[src/rtl/timer_pkg.sv]
package timer_pkg;
  localparam int CNT_W = 13;
  localparam int REG_W = CNT_W + 3;

  // Field order is the control word bit order: enable at the top.
  typedef struct packed {
    logic             enable;
    logic             run;
    logic             sel_ext;
    logic [CNT_W-1:0] count;
  } tmr_ctrl_t;

  localparam tmr_ctrl_t CTRL_RST = '{enable: 1'b1, run: 1'b0, sel_ext: 1'b0, count: '0};
endpackage

[src/rtl/tmr_ctrl_reg.sv]
module tmr_ctrl_reg
  import timer_pkg::*;
(
  input  logic      clk,
  input  logic      rst_n,
  input  logic      wr_en,
  input  tmr_ctrl_t wr_ctrl,
  output tmr_ctrl_t ctrl_q
);
  always_ff @(posedge clk or negedge rst_n) begin
    if (!rst_n) begin
      ctrl_q <= CTRL_RST;
    end else if (wr_en) begin
      ctrl_q.count   <= wr_ctrl.count;
      ctrl_q.sel_ext <= wr_ctrl.sel_ext;
      ctrl_q.run     <= wr_ctrl.run;
      // enable can only be cleared by software
      ctrl_q.enable  <= ctrl_q.enable & wr_ctrl.enable;
    end
  end

  a_r7_enable_sticky: assert property (@(posedge clk) disable iff (!rst_n)
    !ctrl_q.enable |=> !ctrl_q.enable);
endmodule

[src/rtl/tmr_tick_gen.sv]
module tmr_tick_gen #(
  parameter int PRE_DIV = 2
) (
  input  logic clk,
  input  logic rst_n,
  input  logic clr,
  input  logic active,
  input  logic sel_ext,
  input  logic ext_tick,
  output logic tick
);
  logic div_tick;

  generate
    if (PRE_DIV > 1) begin : g_pre
      localparam int PW = $clog2(PRE_DIV);
      localparam logic [PW-1:0] LAST = PW'(PRE_DIV - 1);
      logic [PW-1:0] pre_q;

      always_ff @(posedge clk or negedge rst_n) begin
        if (!rst_n)                 pre_q <= '0;
        else if (clr || !active)    pre_q <= '0;
        else if (pre_q == LAST)     pre_q <= '0;
        else                        pre_q <= pre_q + 1'b1;
      end

      assign div_tick = active && !clr && (pre_q == LAST);

      a_r3_div_spacing: assert property (@(posedge clk) disable iff (!rst_n)
        (tick && !sel_ext) |=> !tick);
    end else begin : g_nopre
      assign div_tick = active && !clr;
    end
  endgenerate

  assign tick = sel_ext ? (active && !clr && ext_tick) : div_tick;
endmodule

[src/rtl/tmr_down_cnt.sv]
module tmr_down_cnt #(
  parameter int CW = 13
) (
  input  logic          clk,
  input  logic          rst_n,
  input  logic          load,
  input  logic [CW-1:0] load_val,
  input  logic [CW-1:0] reload_val,
  input  logic          tick,
  output logic [CW-1:0] count_q,
  output logic          irq
);
  localparam logic [CW-1:0] ONE = CW'(1);

  always_ff @(posedge clk or negedge rst_n) begin
    if (!rst_n) begin
      count_q <= '0;
      irq     <= 1'b0;
    end else begin
      irq <= 1'b0;
      if (load) begin
        count_q <= load_val;
      end else if (tick && count_q != '0) begin
        if (count_q == ONE) begin
          count_q <= reload_val;
          irq     <= 1'b1;
        end else begin
          count_q <= count_q - ONE;
        end
      end
    end
  end

  a_r2_load: assert property (@(posedge clk) disable iff (!rst_n)
    load |=> count_q == $past(load_val));
  a_r5_irq_reload: assert property (@(posedge clk) disable iff (!rst_n)
    irq |-> count_q == reload_val);
  a_r5_irq_needs_tick: assert property (@(posedge clk) disable iff (!rst_n)
    !tick |=> !irq);
  a_r6_hold: assert property (@(posedge clk) disable iff (!rst_n)
    (!tick && !load) |=> $stable(count_q));
  a_r8_idle_zero: assert property (@(posedge clk) disable iff (!rst_n)
    (count_q == '0 && !load) |=> (count_q == '0 && !irq));
endmodule

[src/rtl/autoreload_timer.sv]
module autoreload_timer
  import timer_pkg::*;
#(
  parameter int PRE_DIV = 2
) (
  input  logic             clk,
  input  logic             rst_n,
  input  logic             wr_en,
  input  logic [REG_W-1:0] wr_data,
  input  logic             ext_tick,
  output logic             irq
);
  tmr_ctrl_t        wr_ctrl;
  tmr_ctrl_t        ctrl_q;
  logic             active;
  logic             tick;
  logic             load;
  logic [CNT_W-1:0] cnt_q;

  assign wr_ctrl = tmr_ctrl_t'(wr_data);
  assign active  = ctrl_q.enable && ctrl_q.run;
  assign load    = wr_en && (wr_ctrl.count != '0);

  tmr_ctrl_reg u_ctrl (
    .clk     (clk),
    .rst_n   (rst_n),
    .wr_en   (wr_en),
    .wr_ctrl (wr_ctrl),
    .ctrl_q  (ctrl_q)
  );

  tmr_tick_gen #(.PRE_DIV(PRE_DIV)) u_tick (
    .clk      (clk),
    .rst_n    (rst_n),
    .clr      (wr_en),
    .active   (active),
    .sel_ext  (ctrl_q.sel_ext),
    .ext_tick (ext_tick),
    .tick     (tick)
  );

  tmr_down_cnt #(.CW(CNT_W)) u_cnt (
    .clk        (clk),
    .rst_n      (rst_n),
    .load       (load),
    .load_val   (wr_ctrl.count),
    .reload_val (ctrl_q.count),
    .tick       (tick),
    .count_q    (cnt_q),
    .irq        (irq)
  );

  a_r7_disabled_quiet: assert property (@(posedge clk) disable iff (!rst_n)
    (!ctrl_q.enable && $past(!ctrl_q.enable)) |-> !irq);
  a_r5_irq_from_one: assert property (@(posedge clk) disable iff (!rst_n)
    irq |-> ($past(cnt_q) == CNT_W'(1)));
endmodule

[config.mk]
export PLATFORM = sky130hd
export DESIGN_NAME = autoreload_timer
export DESIGN_NICKNAME = d
export VERILOG_FILES = /design/src/rtl/timer_pkg.sv /design/src/rtl/tmr_ctrl_reg.sv /design/src/rtl/tmr_tick_gen.sv /design/src/rtl/tmr_down_cnt.sv /design/src/rtl/autoreload_timer.sv
export SDC_FILE = /design/constraint.sdc
export NUM_CORES = 1
export LEC_CHECK = 0
export ABC_AREA = 1
export BUFFER_PORTS_ARGS = -buffer_cell sky130_fd_sc_hd__buf_2
export CORE_MARGIN = 2
export CORE_UTILIZATION = 45
export CTS_CLUSTER_DIAMETER = 100
export DETAILED_ROUTE_END_ITERATION = 10
export PLACE_DENSITY = 0.75
export SLEW_MARGIN = 20
export SYNTH_ARGS = -nofsm -noshare
export SYNTH_HDL_FRONTEND = slang
export SYNTH_SLANG_ARGS = --single-unit
[constraint.sdc]
create_clock -name clk -period 1.43 [get_ports clk]
set_input_delay 0.286 -clock clk [delete_from_list [all_inputs] [get_ports clk]]
set_output_delay 0.286 -clock clk [all_outputs]
set_load 0.02 [all_outputs]
# --- Yosys cells after proc, flatten, opt, wreduce, memory -nomap -nowiden ---
# Cells that the tools add are included.
totals:
  regBits: 31
  in_bits: 20
  output_inout_bits: 1
  word_cells: 32
op_classes:
  addsub: 2
  n_eq_ne: 1
  muxes: 9
  n_bitwise: 1
  reduce_logical: 12
op_table:
  columns: ["operator", "n"]
  rows:
  - ["2-to-1 mux 13 bit", 3]
  - ["nonzero test 13 bit", 2]
  - ["equality test 13 x 1 -> 1 bit (second input constant)", 1]
  - ["subtractor 13 x 1 -> 13 bit (second input constant)", 1]
  - ["logical AND 1 bit", 6]
  - ["2-to-1 mux 1 bit", 6]
  - ["zero test 1 bit", 2]
  - ["nonzero test 2 bit", 1]
  - ["adder 1 bit (second input constant)", 1]
  - ["AND 1 bit", 1]
  - ["logical OR 1 bit", 1]

# --- Longest topological paths before layout ---
logic_depth:
  depth_word: 7
  ltp_mapped: 11
  mapped_depth_nobuf: 10

# --- Cells and area by module ---
# Synthesis repeated with hierarchy kept, for this count alone.
hier_totals:
  cells_unflattened: 299
  hier_area_um2: 1996.9
modules_own_cells:
  columns: ["mod", "instances", "cells_per_inst", "area_each_um2", "seq_area_each_um2"]
  rows:
  - ["tmr_down_cnt", 1, 205, 1227.4, 350.3]
  - ["tmr_ctrl_reg", 1, 68, 646.9, 401.6]
  - ["tmr_tick_gen", 1, 11, 65.1, 25.0]
  - ["autoreload_timer", 1, 15, 57.6, 0.0]

# --- Worst setup path after synthesis ---
# Ideal clock, no wire load.
synth_timing:
  path_type: "flip-flop to flip-flop"
  from: "register u_cnt.count_q[0]"
  to: "register u_cnt.count_q[8]"
  setup_time_ns: 0.125
  arrival_ns: 1.322
  required_time_ns: 1.305
  setup_slack_ns: -0.016
  stages_incl_launch_ff: 9
  path_buffers: 0
  synth_period_minus_slack_ns: 1.446
  path_cell_list: "dfrtp_1 > inv_1 > ha_1 > nand2_1 > nor2_1 > xor2_1 > nand2_1 > nand3_1 > nand3_1"
synth_between:
  elab_chain_cells: 4
  word_cells_on_any_way: 8
  cone_classes: "add/sub (1); eq/ne (1); mux (3); reduce/logical (3)"
synth_lines:
  columns: ["element", "line", "rtl"]
  rows:
  - ["start: declaration", "tmr_down_cnt.sv:10", "output logic [CW-1:0] count_q,"]
  - ["start signal: assignment", "tmr_down_cnt.sv:22", "count_q <= load_val;"]
  - ["start signal: assignment", "tmr_down_cnt.sv:25", "count_q <= reload_val;"]
  - ["start signal: assignment", "tmr_down_cnt.sv:28", "count_q <= count_q - ONE;"]
  - ["subtractor 13 x 1 -> 13 bit / equality test 13 x 1 -> 1 bit (equally long branches)", "tmr_down_cnt.sv:28, tmr_down_cnt.sv:24", null]
  - ["2-to-1 mux 13 bit", "tmr_down_cnt.sv:24", "if (count_q == ONE) begin"]
  - ["2-to-1 mux 13 bit", "tmr_down_cnt.sv:23", "end else if (tick && count_q != '0) begin"]
  - ["2-to-1 mux 13 bit", "tmr_down_cnt.sv:21", "if (load) begin"]
# Parallel ways exist; a longest one is shown, timed or not. The select of a mux whose other input is x is not followed.
# A chain may end at the register's enable or synchronous reset.

# --- Worst setup path after layout ---
layout_timing:
  from: "register u_cnt.count_q[0]"
  to: "register u_cnt.count_q[6]"
# Same word-level chain as after synthesis.

==> reports/results.ini <==
[logic_synthesis]
synth_compound_area_share_pct = 9.07
synthAdderAreaFrac_pct = 2.08
avgSynthCellArea_um2 = 7.40
synth_top_area_cell = dfrtp_1
syn_area_um2 = 1810
synth_xor_area_share_pct = 1.45
yosys-top-cells-area = dfrtp_1 (42%), nand2_1 (15%), nor2_1 (6.6%)
muxShareOfSynthArea_pct = 0
ys_ff_latch = 31
syn_nets = 267
ys_seq_area_share_pct = 43.0
netlist_instances = 244
yosys.area.top_type_share_pct = 41.6
synth_cell_types = 29
synthSimpleGateAreaFrac_pct = 35.7
synth_top_family_by_area = simple AND/OR/NAND/NOR gates
ys_warn_count = 0

[setup_path]
r2r_slack_ps = -80
worst_path_most_repeated_cell = nand2_4
criticalPathCategory = reg -> reg
cp.arrival_ps = 1670
cp.required_ps = 1590
end_kind = flop
cpMaxStageDelayCell = dfrtp_1
critical_path.startpoint_type = flop
crit_chain = buf_4 -> ha_4 -> nand2_4 -> nor2_4 -> nand2_4 -> clkbuf_16 -> nand3_2 -> o211ai_1 -> nand3_1
rr_endpoint = u_cnt.count_q[6]
crit_fanout = 7
r2r_cells = 9
r2r_start = u_cnt.count_q[0]
cp_slowest_stage_delay_ps = 400

[clock_tree]
cts_hold_buf = 0
cts_made_buffers = 5
cts_htree_levels = 2
cts.sinks = 31
clk_latency_ps = 280
root_buffer = clkbuf_8
cts.clk_slew.worst_paths_ps = 60
clk_path_buf_depth = 2
cts_tree = yes

[die]
die_width_um = 67.4
initial_core_util_pct = 45.8
dieArea_um2 = 4540
coreArea_um2 = 3940
io_pins = 21
num_rows = 23
die_h_um = 67.4

[route]
totalWireLength_um = 5130
vias = 1848
dr.pass1.iters = 4
drc = 0
wire_per_inst_um = 14.4
antenna_left = 0
first_iter_violations = 97
avgViaCountPerCell = 5.18

[global_route]
grt_first_pass_wirelength_um = 7800
overflow = 0
grt_usage_pct = 23.0
first_global_vias = 1742
grt_max_degree = 32
antenna_found_initial = 0

[placement]
place_area_um2 = 2140
gp_congestion = 0.819
port_buffers = 20
hpwl_um = 3230
dp_slack_ps = -131
dp_cells = 335

[power]
ir_drop_mv = 0.685
power.leakage_nw = 1.29
powerDensity_nw_per_um2 = 901
totalPowerFinal_mw = 2.22

[cells_and_area]
nNetsFinal = 329
layout_common_cells = nand2_1 (69), buf_4 (37), dfrtp_1 (28)
mostFrequentLayoutCell = nand2_1
drive_above_1_share_pct = 36.2
syn2layout_area_growth_pct = 36.1
final_area_um2 = 2460
utilization_pct = 62.4
layoutNonFillerInstCount = 357
diodes = 0
num-fill-cells = 304

[timing]
rsz0062_at_grt = yes
maxSlewHeadroom_pct = 72.6
post-route-period-util_pct = 105
fin_setup_tns_ps = -336
fin_ws_ps = -77.2
finalSetupViolations = 11
post-route-min-period_ps = 1510
slew_violations = 0
hold_viol = 0
hold_slack_ps = 22.1
fmax_mhz = 663
finalClockSkew_ps = 7.83
tightest_slew_ps = 411

[flow_run]
cap_violations = 0

[min_path]
worstHoldPathType = in -> async

[outcome]
status = finished, violations left
violations = setup timing

synth_stat cells:
library cell	instances
nand2_1	73
nor2_1	32
dfrtp_1	30
inv_1	26
nand3_1	23
o21ai_0	11
nand2_2	6
a21oi_1	4
nor2_4	4
o211ai_1	4
o21ai_1	4
ha_1	3
o21ai_2	3
buf_6	2
clkbuf_1	2
nand2_4	2
nand4_1	2
xor2_1	2
buf_4	1
clkinv_1	1
clkinv_4	1
dfstp_2	1
inv_2	1
inv_4	1
nor2_2	1
nor3_1	1
o211ai_2	1
or2_2	1
xnor2_1	1
report_power, final:
group	switching [mW]	internal, mW
clock	0.317	0.341
combinational	0.304	0.240
sequential	0.0608	0.953
total	0.681	1.53
final cells by class:
class                      instances  area [µm²]  share of cell area [%]
inverter                          30         130                    5.29
timing repair buffer              59         423                    17.2
tap                               50        62.6                    2.54
timing repair inverter             1        8.76                   0.356
sequential                        31         779                    31.7
clock buffer                       7        76.3                    3.10
clock inverter                     1        5.00                   0.203
multi-input combinational        178         975                    39.6
cell families (layout without fill, tap and decap cells):
| kind of cell | Yosys count | in the layout |
|---|---|---|
| fa+ha+maj | 3 | 3 |
| simple gates | 145 | 145 |
| xor+xnor | 3 | 3 |
| compound gates | 27 | 27 |
| flops | 31 | 31 |
| buf+inv | 35 | 98 |
flip-flops by register name, summed over array words and instances (netlist names):
signal,count
u_cnt.irq,1
u_tick.g_pre.pre_q,1
u_cnt.count_q,13
u_ctrl.ctrl_q,16
worst max-delay path: cells and delay by family (launching register included):
family	cells	cell delay (ps)
AO/OA/AOI/OAI	1	110
adder cells (fa/ha/maj)	1	160
buffers and inverters	2	320
flip-flops	1	400
AND/OR/NAND/NOR	5	380
layer usage:
| metal | part of all wire [%] | global-route usage (%) |
|---|---|---|
| met5 | 0 | 0 |
| met4 | 2.7 | 10.2 |
| met2 | 49 | 37.6 |
| met1 | 42 | 30.4 |
| met3 | 6.4 | 3.17 |
what timing repair did:
action                     in CTS  in global routing
cloned                          1                  1
pin swaps                       7                  7
setup endpoints to repair      13                 14
gates resized for setup        15                 19
buffers inserted                7                  5
worst max-delay path by stage:
stage,start,endpoint,slack [ps],depth (start not counted)
3_3_place_gp,u_cnt.count_q[0],u_cnt.count_q[8],-40,8
5_1_grt,u_cnt.count_q[0],u_cnt.count_q[6],-140,9
2_1_floorplan,u_cnt.count_q[0],u_cnt.count_q[8],10,8
3_5_place_dp,u_cnt.count_q[1],u_cnt.count_q[9],-130,10
4_1_cts,u_cnt.count_q[1],u_cnt.count_q[4],-8,10
6_report,u_cnt.count_q[0],u_cnt.count_q[6],-80,9
No activity file was read; power rests on OpenSTA's default activity.
